`config.mk`:
```
export PLATFORM = sky130hd
export DESIGN_NAME = rtc_calendar_core
export DESIGN_NICKNAME = d
export VERILOG_FILES = /design/src/rtl/rtc_cal_pkg.sv /design/src/rtl/rtc_bcd_field.sv /design/src/rtl/rtc_subsec_counter.sv /design/src/rtl/rtc_ctrl_regs.sv /design/src/rtl/rtc_calendar_core.sv
export SDC_FILE = /design/constraint.sdc
export NUM_CORES = 1
export LEC_CHECK = 0
export CAP_MARGIN = 10
export CORE_MARGIN = 2
export CORE_UTILIZATION = 55
export DETAILED_ROUTE_END_ITERATION = 10
export PLACE_DENSITY = 0.82
export REMOVE_ABC_BUFFERS = 1
export SETUP_SLACK_MARGIN = 0.1
export SYNTH_ARGS = -nofsm -noshare
export SYNTH_HDL_FRONTEND = slang
export SYNTH_SLANG_ARGS = --single-unit
export TNS_END_PERCENT = 50
```
`constraint.sdc`:
```
create_clock -name clk -period 10.5 [get_ports clk]
set_input_delay 2.1 -clock clk [delete_from_list [all_inputs] [get_ports clk]]
set_output_delay 2.1 -clock clk [all_outputs]
set_load 0.1 [all_outputs]
```
`src/rtl/rtc_cal_pkg.sv`:
```
// Package rtc_cal_pkg
// Shared constants and pure functions for the calendar core: register
// indices, control bit positions, BCD increment and month-length logic.
// Assumes all calendar bytes hold valid packed BCD.
package rtc_cal_pkg;

    localparam int DATA_W     = 16;
    localparam int ADDR_W     = 4;
    localparam int NUM_FIELDS = 8;

    // field slots in the counter chain
    localparam int FLD_SEC  = 0;
    localparam int FLD_MIN  = 1;
    localparam int FLD_HOUR = 2;
    localparam int FLD_WDAY = 3;
    localparam int FLD_DAY  = 4;
    localparam int FLD_MON  = 5;
    localparam int FLD_YLO  = 6;
    localparam int FLD_YHI  = 7;

    // register word indices (ordering is decoded by software)
    localparam logic [ADDR_W-1:0] IDX_SUBSEC = 4'd0;
    localparam logic [ADDR_W-1:0] IDX_YEAR   = 4'd7;
    localparam logic [ADDR_W-1:0] IDX_CTRL1  = 4'd14;
    localparam logic [ADDR_W-1:0] IDX_CTRL2  = 4'd15;

    // control bit positions
    localparam int C1_CARRY = 7;
    localparam int C1_CIE   = 4;
    localparam int C2_EN    = 3;
    localparam int C2_PCLR  = 1;
    localparam int C2_START = 0;

    // add one to a two-digit BCD byte
    function automatic logic [7:0] bcd_inc(input logic [7:0] v);
        logic [7:0] r;
        if (v[3:0] >= 4'd9) r = {v[7:4] + 4'd1, 4'd0};
        else                r = {v[7:4], v[3:0] + 4'd1};
        return r;
    endfunction

    // BCD year byte divisible by four
    function automatic logic bcd_leap(input logic [7:0] y);
        logic r;
        if (y[4]) r = (y[3:0] == 4'd2) || (y[3:0] == 4'd6);
        else      r = (y[3:0] == 4'd0) || (y[3:0] == 4'd4) || (y[3:0] == 4'd8);
        return r;
    endfunction

    // last BCD day of a BCD month
    function automatic logic [7:0] month_last_day(input logic [7:0] mon,
                                                  input logic       leap);
        logic [7:0] r;
        case (mon)
            8'h02:                      r = leap ? 8'h29 : 8'h28;
            8'h04, 8'h06, 8'h09, 8'h11: r = 8'h30;
            default:                    r = 8'h31;
        endcase
        return r;
    endfunction

    // lowest value a field wraps to
    function automatic logic [7:0] field_floor(input int f);
        return (f == FLD_DAY || f == FLD_MON) ? 8'h01 : 8'h00;
    endfunction

    // fixed top value of a field (day uses a dynamic limit)
    function automatic logic [7:0] field_top(input int f);
        logic [7:0] r;
        case (f)
            FLD_SEC, FLD_MIN: r = 8'h59;
            FLD_HOUR:         r = 8'h23;
            FLD_WDAY:         r = 8'h06;
            FLD_MON:          r = 8'h12;
            default:          r = 8'h99;
        endcase
        return r;
    endfunction

    // value after reset
    function automatic logic [7:0] field_init(input int f,
                                              input logic [7:0] century,
                                              input logic [7:0] year);
        logic [7:0] r;
        case (f)
            FLD_YHI: r = century;
            FLD_YLO: r = year;
            default: r = field_floor(f);
        endcase
        return r;
    endfunction

    // bit of the wrap vector that advances field f (bit 0 = sub-second)
    function automatic int field_parent(input int f);
        return (f == FLD_DAY) ? FLD_WDAY : f;
    endfunction

endpackage

```
`src/rtl/rtc_bcd_field.sv`:
```
// Module rtc_bcd_field
// One packed-BCD calendar counter. Advances by one on adv_i and wraps to
// FLOOR once at or above top_i, raising wrap_o in that cycle. A load
// overrides an advance. Assumes top_i is valid BCD and at least FLOOR.
module rtc_bcd_field #(
    parameter logic [7:0] FLOOR = 8'h00,
    parameter logic [7:0] INIT  = 8'h00
) (
    input  logic       clk,
    input  logic       rst_n,
    input  logic       adv_i,
    input  logic       load_i,
    input  logic [7:0] load_val_i,
    input  logic [7:0] top_i,
    output logic [7:0] val_o,
    output logic       wrap_o
);
    import rtc_cal_pkg::*;

    logic [7:0] val_q;
    logic       at_top;

    // detect the end of the range (>= tolerates out-of-range loads)
    always_comb at_top = (val_q >= top_i);

    // counter register: reset, load, advance with wrap
    always_ff @(posedge clk) begin
        if (!rst_n)      val_q <= INIT;
        else if (load_i) val_q <= load_val_i;
        else if (adv_i)  val_q <= at_top ? FLOOR : bcd_inc(val_q);
    end

    // carry out to the next field
    always_comb wrap_o = adv_i && !load_i && at_top;

    assign val_o = val_q;

    p_hold_r3: assert property (@(posedge clk) disable iff (!rst_n)
        (!adv_i && !load_i) |=> $stable(val_q));

    p_wrap_floor_r5: assert property (@(posedge clk) disable iff (!rst_n)
        wrap_o |=> (val_q == FLOOR));

    p_load_wins_r8: assert property (@(posedge clk) disable iff (!rst_n)
        load_i |=> (val_q == $past(load_val_i)));

endmodule

```
`src/rtl/rtc_subsec_counter.sv`:
```
// Module rtc_subsec_counter
// Free-running binary prescaler of the 128 Hz tick. A clear request wins
// over a tick. wrap_o marks the all-ones to zero step that feeds seconds.
module rtc_subsec_counter #(
    parameter int WIDTH = 7
) (
    input  logic             clk,
    input  logic             rst_n,
    input  logic             clear_i,
    input  logic             adv_i,
    output logic [WIDTH-1:0] count_o,
    output logic             wrap_o
);
    localparam logic [WIDTH-1:0] ALL_ONES = {WIDTH{1'b1}};

    logic [WIDTH-1:0] cnt_q;

    // prescaler register: reset, clear, count
    always_ff @(posedge clk) begin
        if (!rst_n)       cnt_q <= '0;
        else if (clear_i) cnt_q <= '0;
        else if (adv_i)   cnt_q <= cnt_q + 1'b1;
    end

    // seconds strobe on the wrapping tick
    always_comb wrap_o = adv_i && !clear_i && (cnt_q == ALL_ONES);

    assign count_o = cnt_q;

    p_clear_r9: assert property (@(posedge clk) disable iff (!rst_n)
        clear_i |=> (cnt_q == '0));

    p_step_r4: assert property (@(posedge clk) disable iff (!rst_n)
        (adv_i && !clear_i) |=> (cnt_q == $past(cnt_q) + 1'b1));

endmodule

```
`src/rtl/rtc_ctrl_regs.sv`:
```
// Module rtc_ctrl_regs
// The two control registers: enable, start, carry interrupt enable, the
// sticky carry flag and the prescaler clear strobe. A carry set wins over
// a same-cycle clearing write.
module rtc_ctrl_regs (
    input  logic clk,
    input  logic rst_n,
    input  logic wr1_i,
    input  logic wr2_i,
    input  logic carry_wval_i,
    input  logic cie_wval_i,
    input  logic en_wval_i,
    input  logic pclr_wval_i,
    input  logic start_wval_i,
    input  logic carry_set_i,
    output logic carry_o,
    output logic cie_o,
    output logic en_o,
    output logic start_o,
    output logic run_o,
    output logic pclr_o,
    output logic irq_o
);
    logic carry_q, cie_q, en_q, start_q;

    // control 1: carry flag (write 0 clears, set wins) and its enable
    always_ff @(posedge clk) begin
        if (!rst_n) begin
            carry_q <= 1'b0;
            cie_q   <= 1'b0;
        end else begin
            if (carry_set_i)                carry_q <= 1'b1;
            else if (wr1_i && !carry_wval_i) carry_q <= 1'b0;
            if (wr1_i) cie_q <= cie_wval_i;
        end
    end

    // control 2: enable and start
    always_ff @(posedge clk) begin
        if (!rst_n) begin
            en_q    <= 1'b0;
            start_q <= 1'b0;
        end else if (wr2_i) begin
            en_q    <= en_wval_i;
            start_q <= start_wval_i;
        end
    end

    // outputs: running state, prescaler clear strobe, interrupt
    always_comb begin
        run_o  = en_q && start_q;
        pclr_o = wr2_i && pclr_wval_i;
        irq_o  = carry_q && cie_q;
    end

    assign carry_o = carry_q;
    assign cie_o   = cie_q;
    assign en_o    = en_q;
    assign start_o = start_q;

    p_carry_set_r10: assert property (@(posedge clk) disable iff (!rst_n)
        carry_set_i |=> carry_q);

    p_carry_write1_r10: assert property (@(posedge clk) disable iff (!rst_n)
        (wr1_i && carry_wval_i && carry_q) |=> carry_q);

    p_irq_needs_enable_r11: assert property (@(posedge clk) disable iff (!rst_n)
        (wr1_i && !cie_wval_i) |=> !irq_o);

endmodule

```
`src/rtl/rtc_calendar_core.sv`:
```
// Module rtc_calendar_core
// Real-time clock core: 128 Hz prescaler, BCD seconds to century chain,
// register port and carry interrupt. Assumes tick_i pulses last one clock
// and that software loads valid BCD values.
module rtc_calendar_core #(
    parameter int         SUBSEC_W     = 7,
    parameter logic [7:0] INIT_CENTURY = 8'h20,
    parameter logic [7:0] INIT_YEAR    = 8'h00
) (
    input  logic                            clk,
    input  logic                            rst_n,
    input  logic                            tick_i,
    input  logic                            wr_en_i,
    input  logic [rtc_cal_pkg::ADDR_W-1:0]  addr_i,
    input  logic [rtc_cal_pkg::DATA_W-1:0]  wr_data_i,
    output logic [rtc_cal_pkg::DATA_W-1:0]  rd_data_o,
    output logic                            carry_irq_o
);
    import rtc_cal_pkg::*;

    localparam int PAD_W = DATA_W - SUBSEC_W;

    logic [SUBSEC_W-1:0] subsec;
    logic                sub_wrap;
    logic                run, pclr;
    logic                carry, cie, en, start;
    logic                wr1, wr2;
    logic [NUM_FIELDS:0] wraps;
    logic [7:0]          fval   [NUM_FIELDS];
    logic [7:0]          ftop   [NUM_FIELDS];
    logic [7:0]          fload_v[NUM_FIELDS];
    logic [NUM_FIELDS-1:0] fload;
    logic [7:0]          day_top;

    // control register write strobes
    always_comb begin
        wr1 = wr_en_i && (addr_i == IDX_CTRL1);
        wr2 = wr_en_i && (addr_i == IDX_CTRL2);
    end

    rtc_ctrl_regs u_ctrl (
        .clk          (clk),
        .rst_n        (rst_n),
        .wr1_i        (wr1),
        .wr2_i        (wr2),
        .carry_wval_i (wr_data_i[C1_CARRY]),
        .cie_wval_i   (wr_data_i[C1_CIE]),
        .en_wval_i    (wr_data_i[C2_EN]),
        .pclr_wval_i  (wr_data_i[C2_PCLR]),
        .start_wval_i (wr_data_i[C2_START]),
        .carry_set_i  (sub_wrap),
        .carry_o      (carry),
        .cie_o        (cie),
        .en_o         (en),
        .start_o      (start),
        .run_o        (run),
        .pclr_o       (pclr),
        .irq_o        (carry_irq_o)
    );

    rtc_subsec_counter #(.WIDTH(SUBSEC_W)) u_subsec (
        .clk     (clk),
        .rst_n   (rst_n),
        .clear_i (pclr),
        .adv_i   (tick_i && run),
        .count_o (subsec),
        .wrap_o  (sub_wrap)
    );

    // month length from the current month and year byte
    always_comb day_top = month_last_day(fval[FLD_MON], bcd_leap(fval[FLD_YLO]));

    assign wraps[0] = sub_wrap;

    // one BCD counter per calendar byte, chained through the wrap vector
    for (genvar f = 0; f < NUM_FIELDS; f++) begin : g_field
        localparam logic [ADDR_W-1:0] FIDX =
            (f >= FLD_YLO) ? IDX_YEAR : ADDR_W'(f + 1);

        // load strobe and value for this byte
        always_comb begin
            fload[f]   = wr_en_i && (addr_i == FIDX);
            fload_v[f] = (f == FLD_YHI) ? wr_data_i[15:8] : wr_data_i[7:0];
            ftop[f]    = (f == FLD_DAY) ? day_top : field_top(f);
        end

        rtc_bcd_field #(
            .FLOOR (field_floor(f)),
            .INIT  (field_init(f, INIT_CENTURY, INIT_YEAR))
        ) u_fld (
            .clk        (clk),
            .rst_n      (rst_n),
            .adv_i      (wraps[field_parent(f)]),
            .load_i     (fload[f]),
            .load_val_i (fload_v[f]),
            .top_i      (ftop[f]),
            .val_o      (fval[f]),
            .wrap_o     (wraps[f+1])
        );
    end

    // combinational read mux
    always_comb begin
        rd_data_o = '0;
        case (addr_i)
            IDX_SUBSEC: rd_data_o = {{PAD_W{1'b0}}, subsec};
            4'd1:       rd_data_o = {8'h00, fval[FLD_SEC]};
            4'd2:       rd_data_o = {8'h00, fval[FLD_MIN]};
            4'd3:       rd_data_o = {8'h00, fval[FLD_HOUR]};
            4'd4:       rd_data_o = {8'h00, fval[FLD_WDAY]};
            4'd5:       rd_data_o = {8'h00, fval[FLD_DAY]};
            4'd6:       rd_data_o = {8'h00, fval[FLD_MON]};
            IDX_YEAR:   rd_data_o = {fval[FLD_YHI], fval[FLD_YLO]};
            IDX_CTRL1:  rd_data_o = {8'h00, carry, 2'b00, cie, 4'b0000};
            IDX_CTRL2:  rd_data_o = {8'h00, 4'b0000, en, 2'b00, start};
            default:    rd_data_o = '0;
        endcase
    end

    p_stopped_prescaler_r3: assert property (@(posedge clk) disable iff (!rst_n)
        (!run && !pclr) |=> $stable(subsec));

    p_sec_follows_wrap_r4: assert property (@(posedge clk) disable iff (!rst_n)
        (sub_wrap && !fload[FLD_SEC]) |=> (fval[FLD_SEC] != $past(fval[FLD_SEC])));

    p_day_in_range_r6: assert property (@(posedge clk) disable iff (!rst_n)
        (wraps[FLD_DAY+1]) |=> (fval[FLD_DAY] == 8'h01));

endmodule

```
==> metrics.md <==
| Metric | Value |
|---|---|
| First-pass GRT wire length | `28.8 mm` |
| Initial core utilization | `56.0%` |
| Worst Clk Skew | `0.0130 ns` |
| Reg-to-reg endpoint | `g_field[6].u_fld.val_o[4]` |
| Initial DRC Count | `604` |
| Power consumption | `0.000588 W` |
| CTS root buffer | `clkbuf_8` |
| PortBufs | `40` |
| Maxcap violations | `0` |
| Status | `finished, final reports clean` |
| Endpoint, Worst Hold | `g_field[4].u_fld.val_o[6]` |
| Power Density | `93.4 nW/um^2` |
| Pre-antenna DRT Iters | `6` |
| Area Overhead vs Synth | `10.3%` |
| Final setup TNS | `0 ns` |
| Final HPWL DP | `13.1 mm` |
| GPL Wtd Cong | `between 0.9 and 1` |
| Critical path arrival | `5.58 ns` |
| Unique masters post-synth | `74` |
| Fin nets | `830` |
| Tmin final | `7.68 ns` |
| R2R Setup Slk | `6.23 ns` |
| Row cnt | `37` |
| Critical Path End Type | `primary output` |
| Final Max Slew Viols | `0` |
| Resized cells post-CTS | `0` |
| Final Non-Filler Cells | `about 900` |
| Placed Cells | `881` |
| #FFs+latches synth | `75` |
| Via count | `slightly above 6,000` |
| Hold Path Class | `reg2reg` |
| Tcrit/Tclk final | `roughly 73%` |
| Die X-Extent | `~110 um` |
| Top FF cell, synth | `dfxtp_1` |
| Layout cells sized above 1 | `4.86%` |
| Post-synthesis sequential area ratio | `26.3%` |
| Vias in the first global route | `5,637` |
| # diodes | `0` |
| Achievable Freq | `130 MHz` |
| Met3 wire length | `around 1.8 mm` |
| Antenna violations before repair | `0` |
| Hold Fails Final Rpt | `0` |
| Routed WL per cell | `20.5 um` |
| Num ports | `41` |
| Worst-path clk slew | `0.08 ns` |
| Routed WL | `approximately 18 mm` |
| Synth Cell Area | `5710 um^2` |
| Number of synthesized flops with an enable pin | `0` |
| Core area | `10,200 um^2` |
| Worst-Margin Slew | `0.976 ns` |
| Warnings from Yosys | `0` |
| Syn Area/Cell | `7.64 um^2` |
| Ys async rst share | `0%` |
| DRC viols | `0` |
| Critical R2R Launch | `g_field[5].u_fld.val_o[0]` |
| CTS tree | `yes` |
| Setup repair bufs after CTS | `0` |
| Clock Latency Late Sink | `approximately 0.37 ns` |
| Largest net degree at the start of global routing | `44` |
| Sink Count | `75` |
| Hold Path Depth | `2` |
| WL met1 | `7.18 mm` |
| Setup violators final | `0` |
| Die area | `roughly 11,000 um^2` |
| H-tree levels | `3` |
| RSZ-0062 raised after global routing | `false` |
| ANT nets after route | `0` |
| Vias per cell | `slightly below 7` |
| Met2 Routed Length | `8.60 mm` |
| Clk buf depth | `2` |
| Die Ht | `106 um` |
| Worst-path maximum fanout | `27` |
| Post-cts hold buffer count | `0` |
| Hold_sp | `g_field[4].u_fld.val_o[6]` |
| DR top layer | `met4` |
| Max_slew headroom | `34.3%` |
| Synth Instances | `747` |
| VDD IR max | `about 0.1 mV` |
| Total Routing Usage GR | `between 30% and 40%` |
| Leak | `between 2 and 2.5 nW` |
| CP Launch Type | `primary input` |
| R2R cell count | `12` |
| Critical Path RT | `8.40 ns` |
| Final core utilization | `roughly three fifths` |
| Total CTS buffers | `9` |
| WS Path Type | `in2out` |
| Grt total ovfl | `0` |
[cell usage after synthesis (15+ instances only)]
cell type  count  area [um^2]
nand3_1       36          180
and2_1        20          125
clkbuf_1      32          120
inv_1         39          146
nor2_1        57          214
o31ai_1       15          113
ha_1          50          626
nand4_1       15         93.8
a21oi_1       46          230
dfxtp_1       75         1500
a31oi_1       26          163
nand2_1       64          240
o21ai_0       65          325
[cell families (layout without fill, tap and decap cells)]
logic type               Yosys count  in the layout  share of synthesized area (%)
adder cells (fa/ha/maj)           50             50                           11.0
AND/OR/NAND/NOR                  279            279                           26.1
buffers and inverters             88            102                           6.36
multiplexers                      15             15                           2.72
AO/OA/AOI/OAI                    233            233                           26.5
XOR/XNOR                           7              7                           1.07
flip-flops                        75             75                           26.3
[layer usage]
metal	vias to the layer above	global-route usage, %
met5	-	0
met4	0	16.0
met3	74	7.24
met2	334	52.7
met1	2858	40.6
li1	2781	-
[sequential cells by signal, summed over array words and instances, names as in the netlist]
register / cells
g_field.u_fld.val_o: 64
u_subsec.count_o: 7
u_ctrl.carry_o: 1
u_ctrl.cie_o: 1
u_ctrl.en_o: 1
u_ctrl.start_o: 1
[worst max-delay path by stage]
stage	from	end	slack (ns)	cells after the start
2_1_floorplan	addr_i[0]	rd_data_o[1]	3.65	5
3_3_place_gp	addr_i[1]	rd_data_o[2]	3.00	5
3_5_place_dp	addr_i[1]	rd_data_o[2]	2.91	5
4_1_cts	addr_i[1]	rd_data_o[2]	2.88	5
5_1_grt	addr_i[1]	rd_data_o[4]	2.66	5
6_report	addr_i[1]	rd_data_o[2]	2.82	5
[metrics by stage]
step	setup WS, ns	hold WS, ns	cell area [um^2]
floorplan	3.65	0.446	5490
global placement	3.00	0.485	6110
detailed placement	2.91	0.500	6110
CTS	2.88	0.518	6300
global route	2.66	0.546	6300
finish	2.82	0.526	6300
[worst max-delay path, cell delays in order]
cell	delay, ns
clkdlybuf4s50_1	0.89
nor4b_1	1.01
a221oi_1	0.20
o21ai_0	0.18
clkdlybuf4s50_1	1.19
[layout by cell type, fill, tap and decap left out, types with 7 or more instances in the layout]
master           netlist  routed
o31ai_1               15      15
nand2b_1               7       7
mux2i_1               11      11
inv_1                 39      39
a31oi_1               26      26
nor3_1                11      11
a211oi_1               7       7
nand2_1               64      64
o21ai_0               65      65
nand3_1               36      36
clkbuf_8               0      10
a22oi_1               13      13
clkdlybuf4s50_1        0      40
a32oi_1                7       7
ha_1                  50      50
nor3b_1                7       7
a21oi_1               46      46
a221oi_1              10      10
nor2b_1               13      13
nor2_1                57      57
dfxtp_1               75      75
nand4_1               15      15
and3_1                10      10
and2_1                20      20
[area by class of cell]
type,instances,area [um^2]
well taps,136,170
clock buffers,10,138
inverters,40,150
repair buffers,46,445
flip-flops and latches,75,1500
fillers,922,3890
multi-input cells,584,3840
clock inverters,6,48.8
[power breakdown]
part | internal (W) | total, W | leakage (nW) | switching, W
logic | 0.0000245 | 0.0000759 | 1.56 | 0.0000514
clock network | 0.0000942 | 0.000218 | 0.0855 | 0.000124
registers | 0.000288 | 0.000294 | 0.606 | 0.00000640
total | 0.000407 | 0.000588 | 2.25 | 0.000181
Note: power is estimated with default switching activity, not from simulation.
